### src/rtl/fpd_pkg.sv
package fpd_pkg;
  typedef enum logic [1:0] {
    ST_IDLE  = 2'd0,
    ST_ARMED = 2'd1,
    ST_HOLD  = 2'd2
  } fpd_state_e;
endpackage

### src/rtl/fpd_thresh.sv
module fpd_thresh #(
  parameter int TGW = 10,
  parameter int TRW = 3,
  parameter int CW  = 12,
  parameter bit REG = 1'b0
) (
  input  logic           clk,
  input  logic           rst_n,
  input  logic [TGW-1:0] base,
  input  logic [TRW-1:0] trim,
  output logic [CW-1:0]  thr
);
  logic [CW-1:0] sum;
  assign sum = CW'(base) + CW'(trim);

  generate
    if (REG) begin : g_reg
      logic [CW-1:0] thr_q;
      always_ff @(posedge clk or negedge rst_n) begin
        if (!rst_n) thr_q <= '0;
        else        thr_q <= sum;
      end
      assign thr = thr_q;
    end else begin : g_comb
      assign thr = sum;
    end
  endgenerate
endmodule

### src/rtl/fpd_stamp.sv
module fpd_stamp #(
  parameter int TW = 16
) (
  input  logic          clk,
  input  logic          rst_n,
  input  logic          acc,
  output logic [TW-1:0] stamp
);
  always_ff @(posedge clk or negedge rst_n) begin
    if (!rst_n)   stamp <= '0;
    else if (acc) stamp <= stamp + 1'b1;
  end
endmodule

### src/rtl/fpd_core.sv
module fpd_core
  import fpd_pkg::*;
#(
  parameter int SW = 12,
  parameter int TW = 16,
  parameter int CW = 12
) (
  input  logic          clk,
  input  logic          rst_n,
  input  logic          acc,
  input  logic [SW-1:0] smp,
  input  logic [CW-1:0] thr,
  input  logic          clr,
  input  logic [TW-1:0] stamp,
  output logic [SW-1:0] amp,
  output logic [TW-1:0] tstamp,
  output logic          strobe,
  output logic          held
);
  fpd_state_e    st;
  logic [SW-1:0] run_max;
  logic [TW-1:0] run_time;
  logic          above, falling, rising;

  assign above   = CW'(smp) > thr;
  assign falling = smp < run_max;
  assign rising  = smp > run_max;
  assign held    = (st == ST_HOLD);

  always_ff @(posedge clk or negedge rst_n) begin
    if (!rst_n) begin
      st       <= ST_IDLE;
      run_max  <= '0;
      run_time <= '0;
      amp      <= '0;
      tstamp   <= '0;
      strobe   <= 1'b0;
    end else begin
      strobe <= 1'b0;
      if (clr) begin
        st <= ST_IDLE;
      end else if (acc) begin
        unique case (st)
          ST_IDLE: begin
            if (above) begin
              st       <= ST_ARMED;
              run_max  <= smp;
              run_time <= stamp;
            end
          end
          ST_ARMED: begin
            if (!above) begin
              st <= ST_IDLE;
            end else if (falling) begin
              st     <= ST_HOLD;
              amp    <= run_max;
              tstamp <= run_time;
              strobe <= 1'b1;
            end else if (rising) begin
              run_max  <= smp;
              run_time <= stamp;
            end
          end
          default: begin
          end
        endcase
      end
    end
  end
endmodule

### src/rtl/fpd_first_peak.sv
module fpd_first_peak #(
  parameter int SW      = 12,
  parameter int TGW     = 10,
  parameter int TRW     = 3,
  parameter int TW      = 16,
  parameter bit THR_REG = 1'b0
) (
  input  logic           clk,
  input  logic           rst_n,
  input  logic           smp_valid,
  output logic           smp_ready,
  input  logic [SW-1:0]  smp_data,
  input  logic [TGW-1:0] thr_base,
  input  logic [TRW-1:0] thr_trim,
  input  logic           clr,
  output logic [SW-1:0]  pk_amp,
  output logic [TW-1:0]  pk_time,
  output logic           pk_strobe,
  output logic           pk_ready
);
  localparam int THW = ((TGW > TRW) ? TGW : TRW) + 1;
  localparam int CW  = (SW > THW) ? SW : THW;

  logic          ready_q;
  logic          acc;
  logic [CW-1:0] thr;
  logic [TW-1:0] stamp;

  always_ff @(posedge clk or negedge rst_n) begin
    if (!rst_n) ready_q <= 1'b0;
    else        ready_q <= 1'b1;
  end

  assign smp_ready = ready_q;
  assign acc       = smp_valid & ready_q;

  fpd_thresh #(.TGW(TGW), .TRW(TRW), .CW(CW), .REG(THR_REG)) thr_i (
    .clk(clk), .rst_n(rst_n), .base(thr_base), .trim(thr_trim), .thr(thr)
  );

  fpd_stamp #(.TW(TW)) stamp_i (
    .clk(clk), .rst_n(rst_n), .acc(acc), .stamp(stamp)
  );

  fpd_core #(.SW(SW), .TW(TW), .CW(CW)) core_i (
    .clk(clk), .rst_n(rst_n), .acc(acc), .smp(smp_data), .thr(thr),
    .clr(clr), .stamp(stamp), .amp(pk_amp), .tstamp(pk_time),
    .strobe(pk_strobe), .held(pk_ready)
  );
endmodule

### config.mk
export PLATFORM = sky130hd
export DESIGN_NAME = fpd_first_peak
export DESIGN_NICKNAME = d
export VERILOG_FILES = /design/src/rtl/fpd_pkg.sv /design/src/rtl/fpd_thresh.sv /design/src/rtl/fpd_stamp.sv /design/src/rtl/fpd_core.sv /design/src/rtl/fpd_first_peak.sv
export SDC_FILE = /design/constraint.sdc
export NUM_CORES = 1
export LEC_CHECK = 0
export ABC_AREA = 1
export BUFFER_PORTS_ARGS = -buffer_cell sky130_fd_sc_hd__buf_2
export CORE_MARGIN = 2
export CORE_UTILIZATION = 50
export CTS_CLUSTER_SIZE = 10
export DETAILED_ROUTE_END_ITERATION = 7
export PLACE_DENSITY_LB_ADDON = 0.25
export SLEW_MARGIN = 20
export SYNTH_ARGS = -nofsm -noshare
export SYNTH_HDL_FRONTEND = slang
export SYNTH_SLANG_ARGS = --single-unit
### constraint.sdc
create_clock -name clk -period 2.2 [get_ports clk]
set_input_delay 0.11 -clock clk [delete_from_list [all_inputs] [get_ports clk]]
set_output_delay 0.11 -clock clk [all_outputs]
set_load 0.005 [all_outputs]
==> results.py <==
metrics = {
    "finish": {
        "syn2layout_area_growth_pct": 30.4,
        "multiInputGateArea_sq_um": 2140,
        "diodes": 0,
        "layout.cells.non_filler": 659,
        "ff_latch_area_sq_um": 1900,
        "nets": 609,
        "most-common-layout-cells": "nand2_1, dfrtp_1, buf_2, nand4_1, nand2_2",
        "final_common_cell": "nand2_1",
        "nFillCells": 614,
        "drive_gt1_frac": 0.341,
    },
    "synthesis": {
        "yosys.area_share.simple": 0.292,
        "synth_top_family_by_area": "simple AND/OR/NAND/NOR gates",
        "muxShareOfSynthArea": 0,
        "yosys_warnings": 0,
        "avgSynthCellArea_sq_um": 8.80,
        "synth.distinct_cells": 32,
        "syn-instance-count": 464,
        "synthAdderAreaFrac": 0.0877,
        "synth_xor_area_frac": 0.0429,
        "syn_nets": 521,
        "synth-seq-area-share": 0.466,
        "synth_compound_area_frac": 0.0316,
        "yosys_register_bits": 76,
        "netlist_area_sq_um": 4080,
    },
    "pwr": {
        "internal_power_uw": 3130,
        "p_sw_frac": 0.374,
        "powerDensity_nw_per_um2": 939,
        "p_clk_frac": 0.243,
        "p_seq_frac": 0.407,
        "p_comb_frac": 0.350,
        "switching_power_uw": 1870,
        "p_leak_uw": 0.00287,
        "ir_drop_uv": 393,
    },
    "place": {
        "hpwl_um": 6030,
        "dp_cells": 629,
        "gp_congestion": 0.837,
        "numPortBuffers": 59,
    },
    "setup_path": {
        "cpMaxStageDelayCell": "fa_2",
        "start_kind": "input pin",
        "r2r.worst_path.cells": 12,
        "crit_buf_inv": 5,
        "crit_arrival_ns": 2.76,
        "critPathMaxFanout": 6,
        "crit_start": "thr_base[0]",
        "slowest_delay_ns": 0.36,
        "worst_path_dominant_cell_family": "simple AND/OR/NAND/NOR gates",
        "timing.rr.end": "core_i.tstamp[12]",
        "critPathCaptureType": "flop",
        "endpoint": "core_i.amp[11]",
        "crit_cells": 21,
        "worstSetupPathType": "in2reg",
        "ff2ff_setup_slack_ns": -0.10,
        "reg2reg_from": "core_i.run_max[7]",
        "cp.required_ns": 2.48,
        "worstPathCellList": "buf_8 -> ha_4 -> fa_2 -> a21oi_2 -> nor2_1 -> nand2_1 -> nor2_1 -> xnor2_1 -> ha_1 -> nand2_1 -> inv_2 -> nand2_2 -> nor2_2 -> nand4_1 -> nand2_4 -> buf_12 -> clkinv_8 -> nand2_8 -> clkbuf_16 -> nand2_2 -> o21ai_1",
    },
    "clocking": {
        "numClockSinks": 76,
        "clk_path_buf_depth": 2,
        "cts_made_buffers": 9,
        "cts_tree": "built",
        "insertion_delay_ns": 0.35,
        "clkTransAtPathRegs_ns": 0.08,
        "cts_root_buffer": "clkbuf_8",
        "htree_levels": 3,
    },
    "die": {
        "fp.dieW_um": 94.4,
        "initial_core_util": 0.523,
        "core.rowCount": 32,
        "ios": 60,
        "core_sq_um": 7810,
        "die_area_sq_um": 8900,
        "dieHeight_um": 94.4,
    },
    "sta": {
        "finalSetupViolCount": 59,
        "finalHoldViolations": 0,
        "setup_slack_ns": -0.279,
        "fin_crit_ns": 2.48,
        "fin_skew_ns": 0.0107,
        "max_clock_freq_ghz": 0.403,
        "tns_ns": -12.81,
        "rsz0062_at_grt": "yes",
        "period_share": 1.13,
        "drv_slew": 0,
    },
    "global_route": {
        "grt_pass1_vias": 3065,
        "antenna_found_initial": 0,
        "grt_usage": 0.204,
        "grt_overflow_total": 0,
        "grt_pass1_wl_um": 14100,
        "grt_max_degree": 77,
    },
    "routing": {
        "antenna_left": 0,
        "via_per_inst": 5.15,
        "vias": 3394,
        "wl_per_cell_um": 13.9,
        "drt_wl_total_um": 9190,
        "dr.pass1.iters": 4,
        "drc": 0,
        "drt_iter0_drc": 185,
    },
    "min_path": {
        "holdCritStartpoint": "smp_data[0]",
        "holdCritPathClass": "in2reg",
    },
    "job": {
        "maxCapViolCount": 0,
    },
    "outcome": {
        "status": "complete, but fails checks",
        "violations": "negative setup slack",
    },
}
==> power groups by stage <==
| stage | clock network [uW] | logic [uW] | registers (uW) |
|---|---|---|---|
| after floorplan | 0 | 1130 | 1970 |
| after global placement | 0 | 1500 | 2000 |
| after detailed placement | 0 | 1560 | 2010 |
| after CTS | 1230 | 1580 | 1990 |
| after global routing | 1300 | 1970 | 2080 |
| final | 1210 | 1750 | 2030 |
==> registers in the layout (all words and copies together) (netlist names) <==
register,cells
core_i.strobe,1
stamp_i.stamp,16
smp_ready,1
core_i.run_max,12
core_i.st,2
core_i.amp,12
core_i.run_time,16
core_i.tstamp,16
==> synth_stat cells (all sizes together) <==
master,n,area share
a21oi,8,0.013
xor2,8,0.017
nor4,1,0.0015
nand2,175,0.16
xnor2,12,0.026
conb,1,0.00092
inv,41,0.038
buf,15,0.040
a21o,1,0.0018
and3,1,0.0015
ha,27,0.083
nor3b,1,0.0031
clkbuf,1,0.0012
nor2,23,0.027
fa,1,0.0049
o21ai,14,0.017
nand3,16,0.029
and2,1,0.0018
nand4,39,0.060
nor3,2,0.0037
dfrtp,76,0.47
==> per-layer routing <==
| metal | track usage | wire length, um | vias to the layer above |
|---|---|---|---|
| li1 | - | - | 1685 |
| met1 | 0.299 | 4100 | 1606 |
| met2 | 0.303 | 4470 | 83 |
| met3 | 0.0359 | 406 | 20 |
| met4 | 0.0797 | 218 | 0 |
| met5 | 0 | 0 | - |
==> layout make-up <==
class / instances / area share
Clock inverter: 7 / 0.0197
Tap cell: 102 / 0.0240
Clock buffer: 9 / 0.0233
Inverter: 41 / 0.0336
Multi-Input combinational cell: 332 / 0.402
Timing Repair inverter: 2 / 0.00376
Sequential cell: 76 / 0.357
Timing Repair Buffer: 90 / 0.137
==> logic make-up (layout without fill, tap and decap cells) <==
| logic type | after synthesis | in the layout |
|---|---|---|
| AO/OA/AOI/OAI | 23 | 23 |
| XOR/XNOR | 20 | 20 |
| adder cells (fa/ha/maj) | 28 | 28 |
| buffers and inverters | 57 | 149 |
| flip-flops | 76 | 76 |
| other | 1 | 1 |
| AND/OR/NAND/NOR | 259 | 260 |
==> stage by stage <==
stage | setup WS (ns) | hold slack, ns | cell area (sq um) | util | total power, uW
CTS | -0.148 | 0.0334 | 4920 | 0.631 | 4800
global route | -0.419 | 0.0503 | 5320 | 0.682 | 5350
detailed placement | -0.571 | 0.174 | 4600 | 0.590 | 3570
floorplan | -0.252 | -0.186 | 4160 | - | 3100
global placement | -0.484 | 0.174 | 4600 | 0.590 | 3500
finish | -0.279 | 0.0380 | 5320 | 0.682 | 5000
==> how the worst min path moves through the flow <==
stage	slack (ns)	cells after the start	end
6_report	0.04	3	core_i.run_max[0]
5_1_grt	0.05	3	core_i.run_max[3]
4_1_cts	0.03	3	core_i.run_max[0]
3_5_place_dp	0.17	2	core_i.amp[6]
3_3_place_gp	0.17	2	core_i.amp[7]
2_1_floorplan	-0.19	0	core_i.amp[0]
==> worst register-to-register path, stage by stage (launching register included) <==
cell and delay, ns:
dfrtp_1 0.39, inv_1 0.13, ha_1 0.26, nand2_1 0.09, nor2_1 0.05, and2_2 0.20
nand2_2 0.08, nand3_4 0.11, nor3_4 0.41, nand2_8 0.18, clkbuf_16 0.21, nand2_2 0.05
nand2_1 0.05
==> what timing repair did <==
item                       in CTS  in global routing
setup endpoints to repair      58                 59
hold buffers                    1                  0
cloned                          0                  8
resized for setup              17                 79
hold endpoints to repair       76                  0
buffers inserted                2                  4
pin swaps                       6                 20
No activity file was read; power rests on OpenSTA's default activity.
